$ cat src/rtl/cct_pkg.sv
package cct_pkg;
    typedef enum logic [1:0] {
        SRC_BYPASSED = 2'd0,
        SRC_IN_STRING = 2'd1,
        SRC_NO_SELECT = 2'd2
    } cell_src_e;
endpackage

$ cat src/rtl/cct_share.sv
module cct_share #(
    parameter int K     = 4,
    parameter int CUR_W = 12,
    parameter int EFF_W = 8,
    parameter int RF    = 10
) (
    input  logic signed [CUR_W-1:0] i_bal_i,
    input  logic        [EFF_W-1:0] eff_i,
    output logic signed [CUR_W:0]   share_o
);
    localparam int RECIP = (1 << RF) / (K - 1);
    localparam int SH    = EFF_W + RF;
    localparam int PW    = CUR_W + EFF_W + RF + 4;

    logic signed [PW-1:0] prod;
    logic signed [PW-1:0] biased;
    logic signed [PW-1:0] scaled;

    always_comb begin
        prod   = PW'(i_bal_i) * PW'($signed({1'b0, eff_i})) * PW'(RECIP);
        biased = prod[PW-1] ? prod + PW'((1 << SH) - 1) : prod;
        scaled = biased >>> SH;
        share_o = (CUR_W+1)'(scaled);
    end
endmodule

$ cat src/rtl/cct_cell_cur.sv
module cct_cell_cur
    import cct_pkg::*;
#(
    parameter int K     = 4,
    parameter int CUR_W = 12,
    parameter int SEL_W = 3,
    parameter int IC_W  = 15
) (
    input  logic signed [CUR_W-1:0] i_string_i,
    input  logic signed [CUR_W-1:0] i_bal_i,
    input  logic signed [CUR_W-1:0] i_mod_i,
    input  logic signed [CUR_W:0]   share_i,
    input  logic        [SEL_W-1:0] sel_i,
    output logic        [K*IC_W-1:0] icur_o
);
    logic sel_ok;
    assign sel_ok = (sel_i < SEL_W'(K));

    for (genvar g = 0; g < K; g++) begin : g_cell
        cell_src_e src;
        logic signed [IC_W-1:0] cur;
        always_comb begin
            if (!sel_ok)                   src = SRC_NO_SELECT;
            else if (sel_i == SEL_W'(g))   src = SRC_BYPASSED;
            else                           src = SRC_IN_STRING;
            case (src)
                SRC_BYPASSED:  cur = -IC_W'(i_bal_i);
                SRC_IN_STRING: cur = IC_W'(i_string_i) + IC_W'(share_i) + IC_W'(i_mod_i);
                default:       cur = IC_W'(i_string_i) + IC_W'(i_mod_i);
            endcase
        end
        assign icur_o[g*IC_W +: IC_W] = cur;
    end
endmodule

$ cat src/rtl/cct_soc_reg.sv
module cct_soc_reg #(
    parameter int IC_W     = 15,
    parameter int SOC_W    = 16,
    parameter int FRAC_W   = 8,
    parameter int GAIN_W   = 16,
    parameter int CAP_GAIN = 64
) (
    input  logic                   clk_i,
    input  logic                   rst_i,
    input  logic                   load_i,
    input  logic [SOC_W-1:0]       load_data_i,
    input  logic                   step_i,
    input  logic signed [IC_W-1:0] icur_i,
    output logic [SOC_W-1:0]       soc_o
);
    localparam int ACC_W = SOC_W + FRAC_W;
    localparam int DW    = ACC_W + IC_W + GAIN_W + 2;
    localparam logic [GAIN_W-1:0] GAIN = GAIN_W'(CAP_GAIN);

    typedef struct packed {
        logic [ACC_W-1:0] acc;
    } soc_st_t;

    soc_st_t st_d, st_q;
    logic signed [DW-1:0] delta, cand;

    always_comb begin
        st_d  = st_q;
        delta = DW'(icur_i) * DW'($signed({1'b0, GAIN}));
        cand  = $signed({{(DW-ACC_W){1'b0}}, st_q.acc}) - delta;
        if (load_i) begin
            st_d.acc = {load_data_i, {FRAC_W{1'b0}}};
        end else if (step_i) begin
            if (cand < 0)
                st_d.acc = '0;
            else if (cand > $signed({{(DW-ACC_W){1'b0}}, {ACC_W{1'b1}}}))
                st_d.acc = '1;
            else
                st_d.acc = ACC_W'(cand);
        end
    end

    always_ff @(posedge clk_i) begin
        if (rst_i) st_q <= '0;
        else       st_q <= st_d;
    end

    assign soc_o = st_q.acc[ACC_W-1 -: SOC_W];
endmodule

$ cat src/rtl/cct_tracker.sv
module cct_tracker #(
    parameter int K        = 4,
    parameter int CUR_W    = 12,
    parameter int EFF_W    = 8,
    parameter int RF       = 10,
    parameter int SOC_W    = 16,
    parameter int FRAC_W   = 8,
    parameter int GAIN_W   = 16,
    parameter int CAP_GAIN = 64,
    localparam int IDX_W   = $clog2(K),
    localparam int SEL_W   = $clog2(K) + 1
) (
    input  logic                    clk_i,
    input  logic                    rst_i,
    input  logic                    init_i,
    input  logic                    wr_en_i,
    input  logic [IDX_W-1:0]        wr_idx_i,
    input  logic [SOC_W-1:0]        wr_data_i,
    input  logic                    sample_vld_i,
    input  logic signed [CUR_W-1:0] i_string_i,
    input  logic signed [CUR_W-1:0] i_bal_i,
    input  logic signed [CUR_W-1:0] i_mod_i,
    input  logic [SEL_W-1:0]        sel_i,
    input  logic [EFF_W-1:0]        eff_i,
    output logic [K*SOC_W-1:0]      soc_o
);
    localparam int IC_W = CUR_W + 3;

    logic signed [CUR_W:0] share;
    logic [K*IC_W-1:0]     icur;
    logic                  step;

    assign step = sample_vld_i && !init_i;

    cct_share #(.K(K), .CUR_W(CUR_W), .EFF_W(EFF_W), .RF(RF)) u_share (
        .i_bal_i (i_bal_i),
        .eff_i   (eff_i),
        .share_o (share)
    );

    cct_cell_cur #(.K(K), .CUR_W(CUR_W), .SEL_W(SEL_W), .IC_W(IC_W)) u_cur (
        .i_string_i (i_string_i),
        .i_bal_i    (i_bal_i),
        .i_mod_i    (i_mod_i),
        .share_i    (share),
        .sel_i      (sel_i),
        .icur_o     (icur)
    );

    for (genvar g = 0; g < K; g++) begin : g_soc
        logic load;
        assign load = init_i && wr_en_i && (wr_idx_i == IDX_W'(g));
        cct_soc_reg #(
            .IC_W(IC_W), .SOC_W(SOC_W), .FRAC_W(FRAC_W),
            .GAIN_W(GAIN_W), .CAP_GAIN(CAP_GAIN)
        ) u_reg (
            .clk_i       (clk_i),
            .rst_i       (rst_i),
            .load_i      (load),
            .load_data_i (wr_data_i),
            .step_i      (step),
            .icur_i      (icur[g*IC_W +: IC_W]),
            .soc_o       (soc_o[g*SOC_W +: SOC_W])
        );
    end
endmodule

$ cat config.mk
export PLATFORM = sky130hd
export DESIGN_NAME = cct_tracker
export DESIGN_NICKNAME = d
export VERILOG_FILES = /design/src/rtl/cct_pkg.sv /design/src/rtl/cct_share.sv /design/src/rtl/cct_cell_cur.sv /design/src/rtl/cct_soc_reg.sv /design/src/rtl/cct_tracker.sv
export SDC_FILE = /design/constraint.sdc
export NUM_CORES = 1
export LEC_CHECK = 0
export ABC_AREA = 1
export BUFFER_PORTS_ARGS = -buffer_cell sky130_fd_sc_hd__buf_4
export CORE_UTILIZATION = 58
export DETAILED_ROUTE_END_ITERATION = 7
export PLACE_DENSITY_LB_ADDON = 0.1
export SKIP_LAST_GASP = 1
export SYNTH_ARGS = -nofsm -noshare
export SYNTH_HDL_FRONTEND = slang
export SYNTH_SLANG_ARGS = --single-unit
$ cat constraint.sdc
create_clock -name clk_i -period 16.4 [get_ports clk_i]
set_input_delay 3.28 -clock clk_i [delete_from_list [all_inputs] [get_ports clk_i]]
set_output_delay 3.28 -clock clk_i [all_outputs]
set_load 0.1 [all_outputs]
# Word level (Yosys, flattened, before mapping)
# Cells that the tools add are included.
# Widths: inputs -> output; s select.
# classes
add_sub_neg	9
magnitude_cmp	9
n_mul	2
n_eq_ne	10
n_reduce_logical	21
mux	29
# ops
op	n
$mux 24	16
$gt 57x25->1 const B	4
$lt 57x1->1 const B	4
$pmux 15 s2	4
$sub 25x21->26	4
$add 31x19->31 const B	1
$mul 21x10->31 const B	1
$mux 31	1
$mul 12x9->21	1
$add 14x12->15	1
$neg 12->15	1
$add 12x13->14	1
$add 12x12->13	1
$eq 2x1->1 const B	5
$logic_not 2->1	5
$mux 2	4
$reduce_bool 2->1	4
$reduce_or 2->1	4
$eq 3x2->1 const B	2
$logic_and 1x1->1	6
$eq 2x2->1 const B	2
$mux 1	4
$eq 3x1->1 const B	1
$logic_not 3->1	1
other kinds (2)	2
# totals
ff_bits	96
output_inout_bits	64
input_bits	70

# Longest topological paths before layout
# Gate-level depths: netlist (run 1).
# depth
word_depth	13
depth_mapped	77

# Hierarchy
# Synthesis (run 1) repeated with hierarchy kept, for this count alone.
# hier_totals
hier_cells	3298
hier_area_um2	21045.2
# by_module_without_submodules
module	cells_per_inst	area_each_um2	seq_area_each_um2	n_inst
cct_share	1316	8744.6	0.0	1
cct_soc_reg (g_soc[2].u_reg ...)	353	2358.5	360.3	2
cct_soc_reg (g_soc[0].u_reg ...)	358	2278.4	360.3	2
cct_cell_cur	547	2975.4	0.0	1
cct_tracker	13	51.3	0.0	1

# Worst setup path before layout (run 1)
# OpenSTA, ideal clock, no wires.
# synth_timing
path_kind	input-to-reg
start	input i_bal_i[3]
end	register g_soc[2].u_reg.st_q[11] in the netlist's numbering
setup_ns	0.129
path_buffers	2
setup_slack_ns	0.382
stages	74
t_arrival_ns	15.889
t_required_ns	16.271
path_cell_list	clkbuf_1 nand2_1 fa_1 fa_1 inv_1 fa_1 inv_1 fa_1 inv_1 ha_1 inv_1 nor3_1 nand2_1 nand2_1 a31oi_1 o21ai_0 a21oi_1 o21bai_1 (+38 left out) nor2_1 xor2_1 nand2_1 o211ai_1 ha_1 nand2_1 nor2_1 a211oi_1 o211ai_1 nand3_1 nand2_1 nand2_1 o21ai_2 nand2_1 buf_6 nand2_1 a21oi_1 nor2_1
# synth_via
elab_chain_len	13
# synth_lines
item	line_no	source
from (decl)	cct_tracker.sv:21	input logic signed [CUR_W-1:0] i_bal_i,
$mul 12x9->21	cct_share.sv:20	prod = PW'(i_bal_i) * PW'($signed({1'b0, eff_i})) * PW'(RECIP);
$mul 21x10->31	cct_share.sv:20	
$add 31x19->31	cct_share.sv:21	biased = prod[PW-1] ? prod + PW'((1 << SH) - 1) : prod;
$mux 31	cct_share.sv:21	
$add 12x13->14	cct_cell_cur.sv:28	SRC_IN_STRING: cur = IC_W'(i_string_i) + IC_W'(share_i) + IC_W'(i_mod_i);
$add 14x12->15	cct_cell_cur.sv:28	
$pmux 15 s2 (*)	cct_cell_cur.sv:26	case (src)
$sub 25x21->26 (*)	cct_soc_reg.sv:30	cand = $signed({{(DW-ACC_W){1'b0}}, st_q.acc}) - delta;
$gt 57x25->1	cct_soc_reg.sv:36	else if (cand > $signed({{(DW-ACC_W){1'b0}}, {ACC_W{1'b1}}}))
$mux 24	cct_soc_reg.sv:36	
$mux 24 (*)	cct_soc_reg.sv:34	if (cand < 0)
$mux 24 (*)	cct_soc_reg.sv:33	end else if (step_i) begin
$mux 24 (*)	cct_soc_reg.sv:31	if (load_i) begin
to (signal assigned)	cct_soc_reg.sv:45	else st_q <= st_d;
to (decl)	cct_soc_reg.sv:24	soc_st_t st_d, st_q;
# Every way passes the cells marked *; elsewhere a longest branch is shown, timed or not. The select of a mux whose other input is x is not followed.
# A chain may end at the register's enable or synchronous reset.

# Worst setup path after layout (run 1)
# layout_timing
start	input eff_i[2]
end	register g_soc[1].u_reg.st_q[19] in the netlist's numbering
# layout_via
elab_chain_len	13
# layout_lines
item	line_no	source
from (decl)	cct_tracker.sv:24	input logic [EFF_W-1:0] eff_i,
$mul 12x9->21 (*)	cct_share.sv:20	
$mul 21x10->31 (*)	cct_share.sv:20	
$add 31x19->31	cct_share.sv:21	
$mux 31 (*)	cct_share.sv:21	
$add 12x13->14 (*)	cct_cell_cur.sv:28	
$add 14x12->15 (*)	cct_cell_cur.sv:28	
$pmux 15 s2 (*)	cct_cell_cur.sv:26	
$sub 25x21->26 (*)	cct_soc_reg.sv:30	
$gt 57x25->1	cct_soc_reg.sv:36	
$mux 24	cct_soc_reg.sv:36	
$mux 24 (*)	cct_soc_reg.sv:34	
$mux 24 (*)	cct_soc_reg.sv:33	
$mux 24 (*)	cct_soc_reg.sv:31	
to (signal assigned)	cct_soc_reg.sv:45	
to (decl)	cct_soc_reg.sv:24	
# Marks and branches as above.

==> flow_results.xml, run 1 <==
<?xml version="1.0" encoding="UTF-8"?>
<metrics>
  <group name="critical_path">
    <metric name="critical_path.most_common_cell" unit="">sky130_fd_sc_hd__nand2_1</metric>
    <metric name="critPathBufInv" unit="">14</metric>
    <metric name="classification_of_the_worst_setup_path" unit="">in2reg</metric>
    <metric name="worst_r2r_startpoint" unit="">g_soc[1].u_reg.st_q[6]</metric>
    <metric name="family_with_the_most_delay_on_the_worst_path" unit="">adder cells</metric>
    <metric name="crit_required" unit="ns">16.61</metric>
    <metric name="cp-end-kind" unit="">flip-flop</metric>
    <metric name="timing.critical_path.slowest_cell_delay" unit="ns">0.57</metric>
    <metric name="startpoint_type" unit="">input pin</metric>
    <metric name="timing.critical_path.slowest_stage_cell" unit="">sky130_fd_sc_hd__fa_1</metric>
    <metric name="startpoint" unit="">eff_i[2]</metric>
    <metric name="critical_path_peak_fanout" unit="">8</metric>
    <metric name="arrival" unit="ns">16.10</metric>
  </group>
  <group name="floorplan">
    <metric name="core_area" unit="mm²">0.0296</metric>
    <metric name="die_height" unit="µm">175</metric>
    <metric name="initial_utilization" unit="%">58.9</metric>
    <metric name="dieWidth" unit="µm">175</metric>
    <metric name="pin_count" unit="">134</metric>
    <metric name="die-area" unit="mm²">0.0308</metric>
    <metric name="placementRows" unit="">63</metric>
  </group>
  <group name="synthesis">
    <metric name="synth_seq_cells" unit="">72</metric>
    <metric name="compound_gate_portion_of_the_synthesized_area" unit="%">15.1</metric>
    <metric name="synth-adder-area-share" unit="%">33.0</metric>
    <metric name="unique_cell_type_count_in_the_yosys_netlist" unit="">50</metric>
    <metric name="post_synth_inst_count" unit="">2553</metric>
    <metric name="synthDominantCellAreaShare" unit="%">17.9</metric>
    <metric name="yosysWarningCount" unit="">0</metric>
    <metric name="syn-cell-area" unit="mm²">0.0175</metric>
    <metric name="largest_family_of_logic_cells_by_synthesized_area" unit="">adder cells</metric>
    <metric name="postSynthNetCount" unit="">2990</metric>
    <metric name="synth_simple_gate_area_share" unit="%">20.6</metric>
    <metric name="ys.flop_type" unit="">sky130_fd_sc_hd__dfxtp_1</metric>
    <metric name="synth_enable_flop_cells" unit="">0</metric>
    <metric name="synth.largest_area_cell" unit="">sky130_fd_sc_hd__fa_1</metric>
    <metric name="muxShareOfSynthArea" unit="%">0</metric>
    <metric name="synth_area_leaders" unit="">sky130_fd_sc_hd__fa_1 (18%), sky130_fd_sc_hd__ha_1 (15%), sky130_fd_sc_hd__inv_1 (11%), sky130_fd_sc_hd__nand2_1 (10%), sky130_fd_sc_hd__dfxtp_1 (8.3%)</metric>
    <metric name="yosysSeqAreaShare" unit="%">8.26</metric>
    <metric name="ys_async_sr_fraction" unit="%">0</metric>
    <metric name="post_synth_xor_area_fraction" unit="%">7.02</metric>
    <metric name="mean_instance_size_in_the_synthesized_netlist" unit="µm²">6.84</metric>
  </group>
  <group name="cts">
    <metric name="cts-buffers-inserted" unit="">9</metric>
    <metric name="numClockSinks" unit="">72</metric>
    <metric name="insertion_delay" unit="ns">0.35</metric>
    <metric name="clock-root-buffer" unit="">sky130_fd_sc_hd__clkbuf_16</metric>
    <metric name="tritoncts" unit="">yes</metric>
    <metric name="cts_max_level" unit="">3</metric>
    <metric name="clock_path_buffers" unit="">2</metric>
    <metric name="cts.clk_slew.worst_paths" unit="ns">0.06</metric>
    <metric name="post_cts_hold_buffer_count" unit="">0</metric>
  </group>
  <group name="grt">
    <metric name="antenna_found_initial" unit="">1</metric>
    <metric name="number_of_global_route_vias_before_repair" unit="">16200</metric>
    <metric name="grt_max_degree" unit="">69</metric>
    <metric name="grt_first_pass_wirelength" unit="µm">81000</metric>
    <metric name="grt-ovfl-total" unit="">0</metric>
    <metric name="gr-usage-all-layers" unit="%">33.2</metric>
  </group>
  <group name="place">
    <metric name="post-place-ws" unit="ns">-0.226</metric>
    <metric name="routabilityCongestion" unit="">1.00</metric>
    <metric name="detailed_place_hpwl" unit="µm">43200</metric>
    <metric name="place.detailed.instances" unit="">3025</metric>
    <metric name="placement.io_buffers" unit="">133</metric>
  </group>
  <group name="sta">
    <metric name="timing.slew.headroom" unit="%">45.3</metric>
    <metric name="fin_skew" unit="ns">0.00860</metric>
    <metric name="max_slew.worst_pin.slew" unit="ns">0.811</metric>
    <metric name="hold_viol" unit="">0</metric>
    <metric name="period_share" unit="%">96.9</metric>
    <metric name="period_needed" unit="ns">15.90</metric>
    <metric name="setup-violations-final" unit="">0</metric>
    <metric name="hold_ws" unit="ns">0.482</metric>
    <metric name="maxSlewViolCount" unit="">0</metric>
    <metric name="post-route-worst-setup-slack" unit="ns">0.503</metric>
    <metric name="max_freq" unit="MHz">62.9</metric>
  </group>
  <group name="layout">
    <metric name="antenna_fix_cells" unit="">0</metric>
    <metric name="most_frequent_standard_cell_in_the_layout_excluding_fill_and_tap_cells" unit="">sky130_fd_sc_hd__inv_1</metric>
    <metric name="flip_flop_count_of_the_largest_register_after_layout" unit="">72</metric>
    <metric name="seq_area" unit="mm²">0.00144</metric>
    <metric name="max_flop_register" unit="">g_soc.u_reg.st_q</metric>
    <metric name="most_used_cells_in_the_layout_excluding_fill_and_tap_cells" unit="">sky130_fd_sc_hd__inv_1 (519), sky130_fd_sc_hd__nand2_1 (462), sky130_fd_sc_hd__buf_4 (223)</metric>
    <metric name="final.fill_count" unit="">2688</metric>
    <metric name="finish.utilization" unit="%">66.8</metric>
    <metric name="multiInputGateArea" unit="mm²">0.0138</metric>
    <metric name="layout-area-overhead-vs-synth" unit="%">13.4</metric>
    <metric name="layout_top_registers" unit="">g_soc.u_reg.st_q: 72 flops</metric>
    <metric name="post_layout_nonfiller_instances" unit="">3062</metric>
    <metric name="nNetsFinal" unit="">3104</metric>
    <metric name="drive_above_1_share" unit="%">14.3</metric>
  </group>
  <group name="route">
    <metric name="vias" unit="">17000</metric>
    <metric name="drt-total-wl" unit="µm">52400</metric>
    <metric name="detail-route-antenna-nets" unit="">0</metric>
    <metric name="residual_drc" unit="">0</metric>
    <metric name="drt_iter0_drc" unit="">1324</metric>
    <metric name="detailedRoute.firstPassIterationCount" unit="">6</metric>
    <metric name="viasPerCell" unit="">5.54</metric>
    <metric name="avgRoutedWirePerCell" unit="µm">17.1</metric>
  </group>
  <group name="run">
    <metric name="maxCapViolCount" unit="">0</metric>
  </group>
  <group name="hold_path">
    <metric name="hold_class" unit="">reg2reg</metric>
    <metric name="hold_start" unit="">g_soc[3].u_reg.st_q[6]</metric>
  </group>
  <group name="status">
    <metric name="outcome" unit="">finished clean</metric>
  </group>
</metrics>
## per-stage QoR
step                      cell area (µm²)  TNS [ns]
final                               19800         0
after global routing                19800    -13.52
after CTS                           19000         0
after detailed placement            18800     -8.98
after global placement              18800         0
after floorplan                     17500         0
## Yosys cell counts, types with 7 or more instances
master / count
sky130_fd_sc_hd__nand2_1: 475
sky130_fd_sc_hd__o21bai_1: 14
sky130_fd_sc_hd__nand4_1: 17
sky130_fd_sc_hd__inv_1: 523
sky130_fd_sc_hd__a21o_1: 7
sky130_fd_sc_hd__clkbuf_1: 54
sky130_fd_sc_hd__nor3_1: 21
sky130_fd_sc_hd__nand2_2: 12
sky130_fd_sc_hd__nand3_1: 119
sky130_fd_sc_hd__buf_4: 65
sky130_fd_sc_hd__nor2_1: 165
sky130_fd_sc_hd__xor2_1: 87
sky130_fd_sc_hd__xnor2_1: 51
sky130_fd_sc_hd__ha_1: 211
sky130_fd_sc_hd__o221ai_1: 17
sky130_fd_sc_hd__buf_6: 7
sky130_fd_sc_hd__a31oi_1: 11
sky130_fd_sc_hd__o22ai_1: 38
sky130_fd_sc_hd__o211ai_1: 17
sky130_fd_sc_hd__a21oi_1: 198
sky130_fd_sc_hd__fa_1: 156
sky130_fd_sc_hd__o21ai_0: 139
sky130_fd_sc_hd__dfxtp_1: 72
## worst register-to-register path, stage by stage (launching register included)
cell,delay (ns)
sky130_fd_sc_hd__dfxtp_1,0.30
sky130_fd_sc_hd__inv_1,0.07
sky130_fd_sc_hd__ha_1,0.15
sky130_fd_sc_hd__inv_1,0.07
sky130_fd_sc_hd__fa_1,0.40
sky130_fd_sc_hd__a31oi_1,0.22
sky130_fd_sc_hd__o21ai_0,0.11
sky130_fd_sc_hd__a21oi_1,0.30
sky130_fd_sc_hd__o211ai_1,0.19
sky130_fd_sc_hd__nand3_1,0.15
sky130_fd_sc_hd__nand2_2,0.07
sky130_fd_sc_hd__nand2_1,0.08
sky130_fd_sc_hd__nand2_2,0.08
sky130_fd_sc_hd__nand2_4,0.10
sky130_fd_sc_hd__clkbuf_16,0.16
sky130_fd_sc_hd__nand2_1,0.05
sky130_fd_sc_hd__a21oi_1,0.13
sky130_fd_sc_hd__nor2_1,0.05
## logic make-up after synthesis
logic type                 after synthesis
and+or+nand+nor                        846
buffers and inverters                  661
AOI/OAI and AO/OA                      468
adders and majority gates              367
xor gates and xnor gates               139
DFF                                     72
## final cells by class
class	count	share of cell area [%]
clock buffers	11	1.23
repair buffers	235	9.30
flip-flops and latches	72	7.28
multi-input cells	1821	69.5
well taps	390	2.47
inverters	528	10.0
clock inverters	5	0.164
## repair_timing
| action | 4_1_cts | 5_1_grt |
|---|---|---|
| gates resized for setup | 0 | 118 |
| endpoints found under the setup margin | 0 | 72 |
| setup buffers | 0 | 20 |
## per-layer routing
layer | wire length (µm) | vias up | global-route usage, %
li1 | - | 8291 | -
met1 | 21400 | 7964 | 40.3
met5 | 13 | - | 0
met3 | 2430 | 148 | 2.99
met2 | 26400 | 561 | 60.4
met4 | 2180 | 2 | 13.0
## path summary, 6_finish.rpt
check	cells past startpoint	to	slack [ns]
worst max register to register	17	g_soc[1].u_reg.st_q[19]	13.58
worst max-delay path	77	g_soc[1].u_reg.st_q[19]	0.50
worst min-delay path	2	g_soc[3].u_reg.st_q[6]	0.48
worst min register to register	2	g_soc[3].u_reg.st_q[6]	0.48
Power of run 1 is left out: the tool's default activity adds up to more than one toggle a clock period on the data nets, which glitch-free logic cannot reach.
==> inputs of run 2 (changes only) <==
--- a/config.mk
+++ b/config.mk
@@ -8,6 +8,7 @@
 export ABC_AREA = 1
 export BUFFER_PORTS_ARGS = -buffer_cell sky130_fd_sc_hd__buf_4
 export CORE_UTILIZATION = 58
+export CTS_BUF_LIST = sky130_fd_sc_hd__clkbuf_4
 export DETAILED_ROUTE_END_ITERATION = 7
 export PLACE_DENSITY_LB_ADDON = 0.1
 export SKIP_LAST_GASP = 1
==> run 2 against run 1 <==
Compared with the run above: non-clock buffer count shrank 1; global-route usage barely moved; design area fell by 1.5%; fmax grew 0.30%; final cell count about the same; via count is 0.51% lower; die area unchanged; clock-buffer cell count fell by 1; setup slack better by 0.048 ns; sequential share of layout area rose by 0.11 points; largest cell class unchanged.
==> flow_results.xml, run 2 (synthesis results as in run 1) <==
<?xml version="1.0" encoding="UTF-8"?>
<metrics>
  <group name="place">
    <metric name="routabilityCongestion" unit="">1.00</metric>
    <metric name="detailed_place_hpwl" unit="µm">43200</metric>
    <metric name="placement.io_buffers" unit="">133</metric>
  </group>
  <group name="critical_path">
    <metric name="classification_of_the_worst_setup_path" unit="">in2reg</metric>
    <metric name="arrival" unit="ns">16.19</metric>
    <metric name="reg2reg_to" unit="">g_soc[1].u_reg.st_q[19]</metric>
    <metric name="timing.critical_path.slowest_cell_delay" unit="ns">0.57</metric>
    <metric name="worst_r2r_startpoint" unit="">g_soc[1].u_reg.st_q[6]</metric>
    <metric name="timing.critical_path.slowest_stage_cell" unit="">sky130_fd_sc_hd__fa_1</metric>
    <metric name="crit_required" unit="ns">16.74</metric>
    <metric name="critical_path_peak_fanout" unit="">8</metric>
    <metric name="startpoint_type" unit="">input pin</metric>
    <metric name="worst-r2r-setup-slack" unit="ns">13.57</metric>
    <metric name="cp-end-kind" unit="">flip-flop</metric>
    <metric name="number_of_cells_on_the_worst_reg_to_reg_path" unit="">17</metric>
  </group>
  <group name="route">
    <metric name="detail-route-antenna-nets" unit="">0</metric>
    <metric name="drt_iter0_drc" unit="">1311</metric>
    <metric name="avgRoutedWirePerCell" unit="µm">17.0</metric>
    <metric name="vias" unit="">16900</metric>
    <metric name="detailedRoute.firstPassIterationCount" unit="">6</metric>
    <metric name="viasPerCell" unit="">5.51</metric>
    <metric name="residual_drc" unit="">0</metric>
    <metric name="drt-total-wl" unit="µm">52000</metric>
  </group>
  <group name="layout">
    <metric name="finish.utilization" unit="%">65.8</metric>
    <metric name="max_flop_register" unit="">g_soc.u_reg.st_q</metric>
    <metric name="nNetsFinal" unit="">3103</metric>
    <metric name="most_used_cells_in_the_layout_excluding_fill_and_tap_cells" unit="">sky130_fd_sc_hd__inv_1 (520), sky130_fd_sc_hd__nand2_1 (463), sky130_fd_sc_hd__buf_4 (223)</metric>
    <metric name="most_frequent_standard_cell_in_the_layout_excluding_fill_and_tap_cells" unit="">sky130_fd_sc_hd__inv_1</metric>
    <metric name="layout_top_registers" unit="">g_soc.u_reg.st_q: 72 flops</metric>
    <metric name="final.fill_count" unit="">2745</metric>
    <metric name="drive_above_1_share" unit="%">13.4</metric>
    <metric name="flip_flop_count_of_the_largest_register_after_layout" unit="">72</metric>
    <metric name="layout-area-overhead-vs-synth" unit="%">11.6</metric>
  </group>
  <group name="status">
    <metric name="outcome" unit="">finished clean</metric>
  </group>
  <group name="grt">
    <metric name="grt_max_degree" unit="">69</metric>
    <metric name="number_of_global_route_vias_before_repair" unit="">16100</metric>
    <metric name="gr-usage-all-layers" unit="%">33.2</metric>
    <metric name="grt-ovfl-total" unit="">0</metric>
    <metric name="antenna_found_initial" unit="">2</metric>
    <metric name="grt_first_pass_wirelength" unit="µm">80800</metric>
  </group>
  <group name="cts">
    <metric name="cts_max_level" unit="">3</metric>
    <metric name="clock_path_buffers" unit="">2</metric>
    <metric name="insertion_delay" unit="ns">0.48</metric>
    <metric name="cts-buffers-inserted" unit="">9</metric>
    <metric name="cts.clk_slew.worst_paths" unit="ns">0.13</metric>
    <metric name="numClockSinks" unit="">72</metric>
    <metric name="post_cts_hold_buffer_count" unit="">0</metric>
    <metric name="tritoncts" unit="">yes</metric>
    <metric name="clock-root-buffer" unit="">sky130_fd_sc_hd__clkbuf_4</metric>
  </group>
  <group name="sta">
    <metric name="max_slew.worst_pin.slew" unit="ns">0.831</metric>
    <metric name="maxSlewViolCount" unit="">0</metric>
    <metric name="max_freq" unit="MHz">63.1</metric>
    <metric name="fin_skew" unit="ns">0.0159</metric>
    <metric name="hold_viol" unit="">0</metric>
    <metric name="setup-violations-final" unit="">0</metric>
    <metric name="period_needed" unit="ns">15.85</metric>
    <metric name="period_share" unit="%">96.6</metric>
    <metric name="timing.slew.headroom" unit="%">44.6</metric>
  </group>
  <group name="floorplan">
    <metric name="die-area" unit="mm²">0.0308</metric>
    <metric name="placementRows" unit="">63</metric>
    <metric name="die_height" unit="µm">175</metric>
    <metric name="dieWidth" unit="µm">175</metric>
    <metric name="initial_utilization" unit="%">58.9</metric>
    <metric name="core_area" unit="mm²">0.0296</metric>
    <metric name="pin_count" unit="">134</metric>
  </group>
  <group name="hold_path">
    <metric name="hold_start" unit="">g_soc[3].u_reg.st_q[6]</metric>
    <metric name="whs_path_depth" unit="">2</metric>
    <metric name="hold_crit_endpoint" unit="">g_soc[3].u_reg.st_q[6]</metric>
    <metric name="hold_class" unit="">reg2reg</metric>
  </group>
  <group name="run">
    <metric name="maxCapViolCount" unit="">0</metric>
  </group>
</metrics>
-- run 2: cell types whose count changed in the layout (fill, tap and decap cells not counted), moves of 3 or more --
| cell | before | now |
|---|---|---|
| sky130_fd_sc_hd__clkbuf_16 | 10 | 1 |
| sky130_fd_sc_hd__a21oi_1 | 184 | 188 |
| sky130_fd_sc_hd__nor2_2 | 8 | 5 |
| sky130_fd_sc_hd__ha_1 | 192 | 199 |
| sky130_fd_sc_hd__ha_4 | 13 | 10 |
| sky130_fd_sc_hd__clkbuf_4 | 0 | 10 |
| sky130_fd_sc_hd__a21oi_2 | 14 | 10 |
| sky130_fd_sc_hd__ha_2 | 6 | 2 |
-- run 2: critical path, delay by kind of cell --
family          cells  cell delay, ns
xor+xnor            2            0.38
buf+inv            18            1.60
compound gates     15            2.26
simple gates       29            2.66
fa+ha+maj          14            5.96
-- run 2: worst max path at each step --
stage / start / endpoint / cells past startpoint
floorplan: i_bal_i[3] / g_soc[2].u_reg.st_q[11] / 74
global placement: i_bal_i[3] / g_soc[3].u_reg.st_q[6] / 68
detailed placement: eff_i[4] / g_soc[0].u_reg.st_q[18] / 75
CTS: i_bal_i[4] / g_soc[0].u_reg.st_q[18] / 75
global route: eff_i[2] / g_soc[1].u_reg.st_q[14] / 76
finish: eff_i[2] / g_soc[1].u_reg.st_q[19] / 78
-- run 2: area by class of cell --
| class | instances | area [µm²] | area share, % |
|---|---|---|---|
| multi-input combinational | 1821 | 13600 | 69.9 |
| inverter | 528 | 1980 | 10.2 |
| timing repair buffer | 234 | 1830 | 9.39 |
| sequential | 72 | 1440 | 7.40 |
| tap | 390 | 488 | 2.50 |
| clock buffer | 10 | 75.1 | 0.385 |
| clock inverter | 6 | 36.3 | 0.186 |
| antenna | 2 | 5.00 | 0.0257 |
-- run 2: repair_timing --
action	CTS	global route
gates resized for setup	0	90
endpoints found under the setup margin	0	72
setup buffers	0	18
-- run 2: metrics by stage --
stage	hold WS, ns	setup WS (ns)	cells	TNS, ns	cell area [µm²]
2_1_floorplan	0.442	0.382	2553	0	17500
3_3_place_gp	0.453	0.00547	3025	0	18800
3_5_place_dp	0.468	-0.226	3025	-8.98	18800
4_1_cts	0.485	0.273	3041	0	18900
5_1_grt	0.498	-0.233	3062	-8.83	19500
6_report	0.483	0.551	3063	0	19500
-- run 2: per-layer routing --
metal  up-vias  track usage [%]  part of all wire (%)
met5         -                0                     0
met4         0             13.9                   4.4
met3       144             3.14                   4.8
met2       568             59.9                    50
met1      7890             40.1                    41
li1       8278                -                     -
Power of run 2 is left out for the same reason.
